--- config.mk ---
export PLATFORM = sky130hd
export DESIGN_NAME = acq_trig_seq
export DESIGN_NICKNAME = d
export VERILOG_FILES = /design/src/rtl/acq_trig_pkg.sv /design/src/rtl/trig_edge_sync.sv /design/src/rtl/trig_delay_timer.sv /design/src/rtl/acq_trig_seq.sv
export SDC_FILE = /design/constraint.sdc
export NUM_CORES = 1
export LEC_CHECK = 0
export BUFFER_PORTS_ARGS = -buffer_cell sky130_fd_sc_hd__buf_2
export CAP_MARGIN = 15
export CORE_MARGIN = 2
export CORE_UTILIZATION = 53
export CTS_CLUSTER_SIZE = 20
export DETAILED_ROUTE_END_ITERATION = 10
export PLACE_DENSITY = 0.78
export SYNTH_ARGS = -nofsm -noshare
export SYNTH_HDL_FRONTEND = slang
export SYNTH_SLANG_ARGS = --single-unit
--- constraint.sdc ---
create_clock -name clk -period 5.3 [get_ports clk]
set_input_delay 1.06 -clock clk [delete_from_list [all_inputs] [get_ports clk]]
set_output_delay 1.06 -clock clk [all_outputs]
set_load 0.01 [all_outputs]
--- src/rtl/acq_trig_pkg.sv ---
package acq_trig_pkg;

  typedef enum logic [1:0] {
    MODE_POST = 2'd0,
    MODE_PRE  = 2'd1,
    MODE_MID  = 2'd2,
    MODE_DLY  = 2'd3
  } acq_mode_e;

  typedef enum logic [2:0] {
    ST_IDLE  = 3'd0,
    ST_WAIT  = 3'd1,
    ST_PRE   = 3'd2,
    ST_DELAY = 3'd3,
    ST_POST  = 3'd4
  } seq_state_e;

endpackage

--- src/rtl/trig_edge_sync.sv ---
module trig_edge_sync #(
  parameter int SYNC_STAGES = 2
) (
  input  logic clk,
  input  logic rst_n,
  input  logic trig_async,
  input  logic falling,
  output logic trig_hit
);

  logic [SYNC_STAGES-1:0] sync_q;
  logic                   last_q;
  logic                   lvl;

  genvar g;
  generate
    for (g = 0; g < SYNC_STAGES; g++) begin : g_stage
      if (g == 0) begin : g_first
        always_ff @(posedge clk or negedge rst_n) begin
          if (!rst_n) sync_q[0] <= 1'b0;
          else        sync_q[0] <= trig_async;
        end
      end else begin : g_next
        always_ff @(posedge clk or negedge rst_n) begin
          if (!rst_n) sync_q[g] <= 1'b0;
          else        sync_q[g] <= sync_q[g-1];
        end
      end
    end
  endgenerate

  assign lvl = sync_q[SYNC_STAGES-1];

  always_ff @(posedge clk or negedge rst_n) begin
    if (!rst_n) last_q <= 1'b0;
    else        last_q <= lvl;
  end

  always_comb begin
    if (falling) trig_hit = last_q & ~lvl;
    else         trig_hit = lvl & ~last_q;
  end

endmodule

--- src/rtl/trig_delay_timer.sv ---
module trig_delay_timer #(
  parameter int CNT_W = 16
) (
  input  logic             clk,
  input  logic             rst_n,
  input  logic             start,
  input  logic             run,
  input  logic             use_sample,
  input  logic [CNT_W-1:0] dly_val,
  input  logic [CNT_W-1:0] si_cnt,
  output logic             expire
);

  localparam logic [CNT_W-1:0] ONE = {{(CNT_W-1){1'b0}}, 1'b1};

  logic [CNT_W-1:0] remain_q, remain_d;
  logic [CNT_W-1:0] div_q, div_d;
  logic [CNT_W-1:0] div_max;
  logic             tick;
  logic             remain_en, div_en;

  assign div_max = (si_cnt == '0) ? '0 : si_cnt - ONE;
  assign tick    = use_sample ? (div_q == div_max) : 1'b1;
  assign expire  = run & tick & (remain_q == ONE);

  always_comb begin
    remain_d  = remain_q;
    div_d     = div_q;
    remain_en = 1'b0;
    div_en    = 1'b0;
    if (start) begin
      remain_d  = dly_val;
      div_d     = '0;
      remain_en = 1'b1;
      div_en    = 1'b1;
    end else if (run) begin
      div_en = 1'b1;
      div_d  = (div_q == div_max) ? '0 : div_q + ONE;
      if (tick && remain_q != '0) begin
        remain_en = 1'b1;
        remain_d  = remain_q - ONE;
      end
    end
  end

  always_ff @(posedge clk or negedge rst_n) begin
    if (!rst_n) begin
      remain_q <= '0;
      div_q    <= '0;
    end else begin
      if (remain_en) remain_q <= remain_d;
      if (div_en)    div_q    <= div_d;
    end
  end

endmodule

--- src/rtl/acq_trig_seq.sv ---
module acq_trig_seq
  import acq_trig_pkg::*;
#(
  parameter int CNT_W       = 16,
  parameter int BATCH_W     = 8,
  parameter int SYNC_STAGES = 2
) (
  input  logic               clk,
  input  logic               rst_n,
  input  logic               arm,
  input  logic               trig_async,
  input  logic               trig_falling,
  input  logic [1:0]         mode,
  input  logic               pre_mask_en,
  input  logic [CNT_W-1:0]   pre_cnt,
  input  logic [CNT_W-1:0]   post_cnt,
  input  logic [CNT_W-1:0]   dly_cnt,
  input  logic               dly_use_sample,
  input  logic [CNT_W-1:0]   si_cnt,
  input  logic [BATCH_W-1:0] batch_cnt,
  input  logic               scan_done,
  output logic               store_en,
  output logic               busy,
  output logic               done,
  output logic [CNT_W-1:0]   pre_kept
);

  localparam logic [CNT_W-1:0]   CNT_ONE   = {{(CNT_W-1){1'b0}}, 1'b1};
  localparam logic [BATCH_W-1:0] BATCH_ONE = {{(BATCH_W-1){1'b0}}, 1'b1};

  seq_state_e         st_q, st_d;
  acq_mode_e          mode_q, mode_d;
  logic [CNT_W-1:0]   pre_seen_q, pre_seen_d;
  logic [CNT_W-1:0]   kept_q, kept_d;
  logic [CNT_W-1:0]   post_q, post_d;
  logic [BATCH_W-1:0] batch_q, batch_d;
  logic [CNT_W-1:0]   pre_now;
  logic [BATCH_W-1:0] batch_first;
  logic               done_q;
  logic               trig_hit, dly_start, dly_expire, dly_run;
  logic               go_post, batch_end, finish, early;
  logic               arm_pre_phase, arm_batched;

  trig_edge_sync #(.SYNC_STAGES(SYNC_STAGES)) u_edge (
    .clk        (clk),
    .rst_n      (rst_n),
    .trig_async (trig_async),
    .falling    (trig_falling),
    .trig_hit   (trig_hit)
  );

  assign dly_run = (st_q == ST_DELAY);

  trig_delay_timer #(.CNT_W(CNT_W)) u_dly (
    .clk        (clk),
    .rst_n      (rst_n),
    .start      (dly_start),
    .run        (dly_run),
    .use_sample (dly_use_sample),
    .dly_val    (dly_cnt),
    .si_cnt     (si_cnt),
    .expire     (dly_expire)
  );

  assign batch_first   = (batch_cnt == '0) ? BATCH_ONE : batch_cnt;
  assign arm_pre_phase = (mode == MODE_PRE) || (mode == MODE_MID);
  assign arm_batched   = (mode == MODE_POST) || (mode == MODE_DLY);
  assign early         = pre_mask_en && (pre_now < pre_cnt);

  always_comb begin
    pre_now = pre_seen_q;
    if (scan_done && (pre_seen_q < pre_cnt)) pre_now = pre_seen_q + CNT_ONE;
  end

  always_comb begin
    st_d       = st_q;
    mode_d     = mode_q;
    pre_seen_d = pre_seen_q;
    kept_d     = kept_q;
    post_d     = post_q;
    batch_d    = batch_q;
    go_post    = 1'b0;
    batch_end  = 1'b0;
    finish     = 1'b0;
    dly_start  = 1'b0;

    unique case (st_q)
      ST_IDLE: begin
        if (arm) begin
          mode_d     = acq_mode_e'(mode);
          pre_seen_d = '0;
          kept_d     = '0;
          batch_d    = arm_batched ? batch_first : BATCH_ONE;
          st_d       = arm_pre_phase ? ST_PRE : ST_WAIT;
        end
      end
      ST_PRE: begin
        pre_seen_d = pre_now;
        if (trig_hit && !early) begin
          kept_d = pre_now;
          if (mode_q == MODE_PRE) finish = 1'b1;
          else                    go_post = 1'b1;
        end
      end
      ST_WAIT: begin
        if (trig_hit) begin
          if (mode_q == MODE_DLY && dly_cnt != '0) begin
            dly_start = 1'b1;
            st_d      = ST_DELAY;
          end else begin
            go_post = 1'b1;
          end
        end
      end
      ST_DELAY: begin
        if (dly_expire) go_post = 1'b1;
      end
      ST_POST: begin
        if (scan_done) begin
          if (post_q <= CNT_ONE) batch_end = 1'b1;
          else                   post_d    = post_q - CNT_ONE;
        end
      end
      default: st_d = ST_IDLE;
    endcase

    if (go_post) begin
      if (post_cnt == '0) begin
        batch_end = 1'b1;
      end else begin
        post_d = post_cnt;
        st_d   = ST_POST;
      end
    end

    if (batch_end) begin
      if (batch_q <= BATCH_ONE) begin
        finish = 1'b1;
      end else begin
        batch_d = batch_q - BATCH_ONE;
        st_d    = ST_WAIT;
      end
    end

    if (finish) st_d = ST_IDLE;
  end

  always_ff @(posedge clk or negedge rst_n) begin
    if (!rst_n) begin
      st_q       <= ST_IDLE;
      mode_q     <= MODE_POST;
      pre_seen_q <= '0;
      kept_q     <= '0;
      post_q     <= '0;
      batch_q    <= '0;
      done_q     <= 1'b0;
    end else begin
      st_q       <= st_d;
      mode_q     <= mode_d;
      pre_seen_q <= pre_seen_d;
      kept_q     <= kept_d;
      post_q     <= post_d;
      batch_q    <= batch_d;
      done_q     <= finish;
    end
  end

  assign store_en = scan_done & ((st_q == ST_PRE) || (st_q == ST_POST));
  assign busy     = (st_q != ST_IDLE);
  assign done     = done_q;
  assign pre_kept = kept_q;

endmodule

# After elaboration in Yosys (flattened, before gate mapping)
# Index checks and enable logic that the tools add are counted.
[classes]
eq_ne = 13
n_addsub = 6
mux = 59
reduce_logical = 26
n_bitwise = 7
order_cmp = 4
[ops]
columns = ["operator", "count"]
rows = [
  ["16-bit two-way mux", 15],
  ["16-bit case mux with 2 select lines", 2],
  ["8-bit two-way mux", 6],
  ["16-bit by 1-bit subtractor with 16-bit output (second input constant)", 3],
  ["16-bit by 1-bit adder with 16-bit output (second input constant)", 2],
  ["16-bit zero test", 2],
  ["16-bit less-than comparator", 2],
  ["16-bit nonzero test", 2],
  ["1-bit two-way mux", 25],
  ["3-bit two-way mux", 8],
  ["16-bit by 1-bit equality test with 1-bit output (second input constant)", 1],
  ["16-bit equality test", 1],
  ["16-bit by 1-bit <= comparator with 1-bit output (second input constant)", 1],
  ["3-bit case mux with 3 select lines", 1],
  ["8-bit by 1-bit <= comparator with 1-bit output (second input constant)", 1],
  ["8-bit zero test", 1],
  ["8-bit by 1-bit subtractor with 8-bit output (second input constant)", 1],
  ["2-bit equality test (second input constant)", 3],
  ["3-bit by 2-bit equality test with 1-bit output (second input constant)", 2],
  ["2-bit AND reduction", 3],
  ["3-bit AND reduction", 2],
  ["2-bit nonzero test", 3],
  ["1-bit AND", 5],
  ["1-bit logical AND", 5],
  ["13 further kinds", 18],
]
[word_totals]
output_inout_bits = 19
wordCells = 127
register_bits = 97

# Logic depth before layout (Yosys ltp)
[depth]
depth_word = 13
mapped_depth = 24
depth_no_buf = 23

# By module
# A second synthesis with hierarchy kept.
[hier_totals]
hier_cells = 869
area_unflattened_um2 = 7364.6
[modules_own_cells]
columns = ["module", "n_inst", "cells_each", "area_each_um2", "seq_area_each_um2"]
rows = [
  ["acq_trig_seq", 1, 506, 4399.2, 1551.5],
  ["trig_delay_timer", 1, 357, 2867.8, 800.8],
  ["trig_edge_sync", 1, 6, 97.6, 75.1],
]

# Worst setup path after synthesis
# Ideal clock, no wire load.
[synth_path]
path_kind = "input to register"
start = "input port pre_cnt[6]"
end = "register batch_q[6]"
t_arrival_ns = 5.587
stages = 23
t_required_ns = 5.213
setup_ns = 0.087
slack_ns = -0.373
n_path_buf = 2
cell_sequence = "inv_1 ha_1 a211o_1 a31oi_1 o31ai_1 a21oi_1 nand4_1 or2_2 clkbuf_1 nor2_1 xnor2_1 inv_1 ha_1 a21o_1 a21o_1 a2111oi_0 a221oi_1 o21ai_1 o41ai_1 a21oi_2 clkbuf_1 nand3_1 o211ai_1"
[synth_between]
elab_chain_len = 11
[synth_lines]
columns = ["element", "line", "text"]
rows = [
  ["from (decl)", "acq_trig_seq.sv:15", "input logic [CNT_W-1:0] pre_cnt,"],
  ["16-bit less-than comparator", "acq_trig_seq.sv:72", "if (scan_done && (pre_seen_q < pre_cnt)) pre_now = pre_seen_q + CNT_ONE;"],
  ["1-bit logical AND", "acq_trig_seq.sv:72", ""],
  ["16-bit two-way mux", "acq_trig_seq.sv:72", ""],
  ["16-bit less-than comparator (*)", "acq_trig_seq.sv:68", "assign early = pre_mask_en && (pre_now < pre_cnt);"],
  ["1-bit logical AND (*)", "acq_trig_seq.sv:68", ""],
  ["1-bit zero test (*)", "acq_trig_seq.sv:99", "if (trig_hit && !early) begin"],
  ["1-bit logical AND (*)", "acq_trig_seq.sv:99", ""],
  ["1-bit two-way mux (*)", "acq_trig_seq.sv:99", ""],
  ["1-bit case mux with 3 select lines (*)", "acq_trig_seq.sv:87", "unique case (st_q)"],
  ["1-bit two-way mux (*)", "acq_trig_seq.sv:127", "if (go_post) begin"],
  ["8-bit two-way mux (*)", "acq_trig_seq.sv:136", "if (batch_end) begin"],
  ["via batch_d[6]", "acq_trig_seq.sv:36", "logic [BATCH_W-1:0] batch_q, batch_d;"],
  ["to (signal assigned)", "acq_trig_seq.sv:163", "batch_q <= batch_d;"],
  ["to (decl)", "acq_trig_seq.sv:36", ""],
]
# The timed path passes the listed nets; every way through them passes the cells marked *.
# A chain may end at the register's enable or synchronous reset.

# Final worst setup path
[layout_path]
start = "input port pre_cnt[14]"
end = "register batch_q[3]"
# Same word-level chain as after synthesis.

==> metrics.csv <==
stage,metric,value,unit
cts,Clock Latency Late Sink,350,ps
cts,Sink Count,97,
pwr,PD cells,336,nW/µm²
cts,number of buffers created by CTS,9,
critical_path,CP Cell Sequence,"buf_2, inv_1, ha_1, and3_1, o21ai_2, o2111ai_2, buf_4, a21oi_4, nand4_1, or2_4, nor2_2, xnor2_2, inv_1, ha_1, a21o_1, a21o_1, a2111oi_4, a221oi_2, o21ai_4, o41ai_2, a21oi_2, buf_6, mux2i_1, a221o_1",
place,Post-DP Area,7640,µm²
finish,filler cell count,1063,
drt,initial DRC count,405,
timing,"Setup violations, final",0,
pwr,switching power,1.02,mW
critical_path,Crit. Startpoint,pre_cnt[14],
grt,overall routing resource usage,24.8,%
pwr,peak supply drop,0.297,mV
flow_run,Max Cap Viol,0,
floorplanning,Row Count,41,
critical_path,RR Endpoint,batch_q[3],
synthesis,Post-synth ARST share,100,%
timing,fin. max-slew vios,0,
finish,layout cell share with drive strength beyond 1,19.5,%
worst_hold_path,Hold Path Class,reg -> reg,
synthesis,share of the synthesized area in the top cell type,35.6,%
synthesis,Main synth FF type,dfrtp_1,
synthesis,Area contributors post-synth,"dfrtp_1, ha_1, o21ai_0",
timing,clk_skew,8.92,ps
critical_path,CP Max Fanout,7,
synthesis,Post-synth EDFFs,0,
drt,detailed-route via count,6401,
critical_path,Worst Path Buf+Inv,5,
synthesis,Yosys reg bits,97,
floorplanning,die area,13800,µm²
synthesis,Post-Syn Area,6810,µm²
cts,H-tree levels,3,
timing,final setup margin,266,ps
pwr,Clk pwr share,26.1,%
finish,Layout Area Growth over Synthesis,18.8,%
drt,DRC viols,0,
grt,vias in the first global route,6126,
cts,Root Driver,clkbuf_16,
critical_path,Top delay family on crit path,compound AO/OA/AOI/OAI gates,
critical_path,crit end category,flip-flop,
place,port bufs,100,
place,dpl hpwl,12200,µm
grt,first-pass GRT wire length,28500,µm
pwr,Seq pwr share,40.4,%
pwr,P_leak,3.80,nW
critical_path,Crit path required time,5540,ps
finish,Finished Core Util,64.4,%
timing,FMAX,199,MHz
cts,"Reg clk slew, reported paths",70,ps
synthesis,top-count cell post-synth,dfrtp_1,
floorplanning,I/O pin total,101,
synthesis,synth unique cells,61,
pwr,Int Power,1.71,mW
floorplanning,die width,117,µm
floorplanning,Initial Util,54.2,%
outcome,outcome,completed,
synthesis,Ys Warns,0,
finish,post-route cell area,8090,µm²
drt,TritonRoute pass-1 iters,5,
floorplanning,die height,117,µm
drt,Routed WL per cell,15.2,µm
floorplanning,core area,12600,µm²
timing,"Hold Vio Cnt, Final",0,
critical_path,worst r2r path cells,22,
cts,Bufs on Longest Clock Path,2,
grt,"Remaining Overflow, GRT",0,
finish,nets,1042,
pwr,sw frac,37.3,%
timing,Slew @ Worst Pin,1110,ps
synthesis,synthesized area per cell,8.38,µm²
synthesis,Synth area leader,dfrtp_1,
critical_path,worst reg2reg startpoint,pre_seen_q[14],
place,pre-CTS WS,-171,ps
critical_path,CP Class,in -> reg,
critical_path,flop2flop setup slack,630,ps
drt,ANT nets after route,0,
timing,post-route minimum period,5030,ps
critical_path,CP peak stage delay,350,ps
pwr,total power,2.72,mW
synthesis,register area share after synthesis,35.6,%
critical_path,crit path capture,batch_q[3],
finish,Ant. Diodes,0,
critical_path,crit path launch type,input pin,
critical_path,CP arrival,5270,ps
drt,Total Wirelength,16700,µm
timing,relative slew slack,26.1,%
critical_path,Worst path slowest cell,o41ai_2,
grt,antenna violations before repair,0,
cts,CTS tree,done,
pwr,Gate power share,33.5,%
drt,vias per cell,5.83,
synthesis,commonest cells in the synthesized netlist,"dfrtp_1, o21ai_0, nand2_1",
grt,largest net degree at the start of global routing,61,
critical_path,Levels on crit path,24,
timing,period utilization,95.0,%
synthesis,Mapped Nets,934,
place,gpl congestion,0.838,
synthesis,Mapped Cells,813,
[state kept, by name, summed over array words and instances (netlist names)]
register        count
u_edge.sync_q       1
pre_kept           16
mode_q              2
pre_seen_q         16
u_dly.remain_q     16
u_edge.last_q       1
done                1
batch_q             8
post_q             16
u_dly.div_q        16
st_q                3
u_edge.lvl          1
[timing repair]
action	CTS	global route
hold buffers	0	0
buffers inserted	0	6
resized for setup	0	17
endpoints found under the setup margin	0	34
[area by class of cell]
class                           count  area (µm²)  share of cell area, %
Multi-Input combinational cell    631        4170                   51.6
Sequential cell                    97        2430                   30.0
Timing Repair Buffer              133         771                   9.52
Clock buffer                       11         243                   3.00
Tap cell                          172         215                   2.66
Inverter                           49         184                   2.27
Clock inverter                      5        78.8                  0.974
[cell families after synthesis]
logic type      synth area share (%)
flops                           35.6
fa+ha+maj                       7.16
buf+inv                         4.98
compound gates                  17.9
simple gates                    24.5
mux                             2.28
xor+xnor                        7.59
[worst register-to-register path, delay by kind of cell (launching register included)]
kind	cells	cell delay, ps
AOI/OAI and AO/OA	11	1970
xor gates and xnor gates	1	150
DFF	1	450
adders and majority gates	2	650
and+or+nand+nor	4	830
muxes	1	110
buffers and inverters	3	400
[layer usage]
metal  vias to the layer above  share of wire, %  global-route usage (%)
li1                       3149                 -                       -
met5                         -                 0                       0
met1                      3042                47                    34.4
met4                         0               2.3                    9.04
met2                       179                46                    39.5
met3                        31               4.9                    3.99
[how the worst min path moves through the flow]
stage / slack (ps) / start / depth (start not counted) / end
global route: 360 / u_edge.sync_q[0] / 0 / u_edge.lvl
finish: 360 / u_edge.sync_q[0] / 0 / u_edge.lvl
global placement: 330 / u_edge.sync_q[0] / 0 / u_edge.lvl
CTS: 360 / u_edge.sync_q[0] / 0 / u_edge.lvl
detailed placement: 340 / u_edge.sync_q[0] / 0 / u_edge.lvl
floorplan: 330 / u_edge.sync_q[0] / 0 / u_edge.lvl
[cells in the final DEF, fill, tap and decap left out, drive strengths merged, types with 4 or more instances in the layout]
| cell | synthesis | final |
|---|---|---|
| o311ai | 4 | 4 |
| dfrtp | 97 | 97 |
| nor4 | 21 | 21 |
| a21o | 12 | 12 |
| nand2b | 12 | 12 |
| a211oi | 5 | 5 |
| xnor2 | 27 | 27 |
| nand3 | 47 | 47 |
| xor2 | 32 | 32 |
| nand4 | 20 | 20 |
| o21a | 8 | 8 |
| mux2i | 11 | 11 |
| or3 | 10 | 10 |
| o31ai | 12 | 12 |
| nor3 | 23 | 23 |
| nor2 | 64 | 64 |
| o21ai | 78 | 78 |
| and3 | 13 | 13 |
| nor3b | 5 | 5 |
| inv | 49 | 49 |
| ha | 39 | 39 |
| or4 | 11 | 11 |
| clkbuf | 29 | 11 |
| a31oi | 4 | 4 |
| nor2b | 14 | 14 |
| mux2 | 4 | 4 |
| buf | 7 | 133 |
| o211ai | 9 | 9 |
| o41ai | 4 | 4 |
| a221o | 4 | 4 |
| nand2 | 75 | 75 |
| a21oi | 31 | 31 |
[power by group through the flow]
stage	combinational, mW	sequential [mW]	clock [mW]
2_1_floorplan	0.681	1.06	0
5_1_grt	1.03	1.13	0.750
4_1_cts	0.908	1.10	0.722
3_3_place_gp	0.875	1.10	0
3_5_place_dp	0.900	1.11	0
6_report	0.911	1.10	0.709
[per-stage QoR]
| step | hold WS, ps | cells | setup TNS, ps |
|---|---|---|---|
| 6_report | 356 | 1098 | 0 |
| 5_1_grt | 363 | 1098 | -16.2 |
| 4_1_cts | 356 | 1092 | 0 |
| 3_5_place_dp | 341 | 1076 | -2190 |
| 3_3_place_gp | 331 | 1076 | 0 |
| 2_1_floorplan | 331 | 813 | 0 |
No activity file was read; power rests on OpenSTA's default activity.
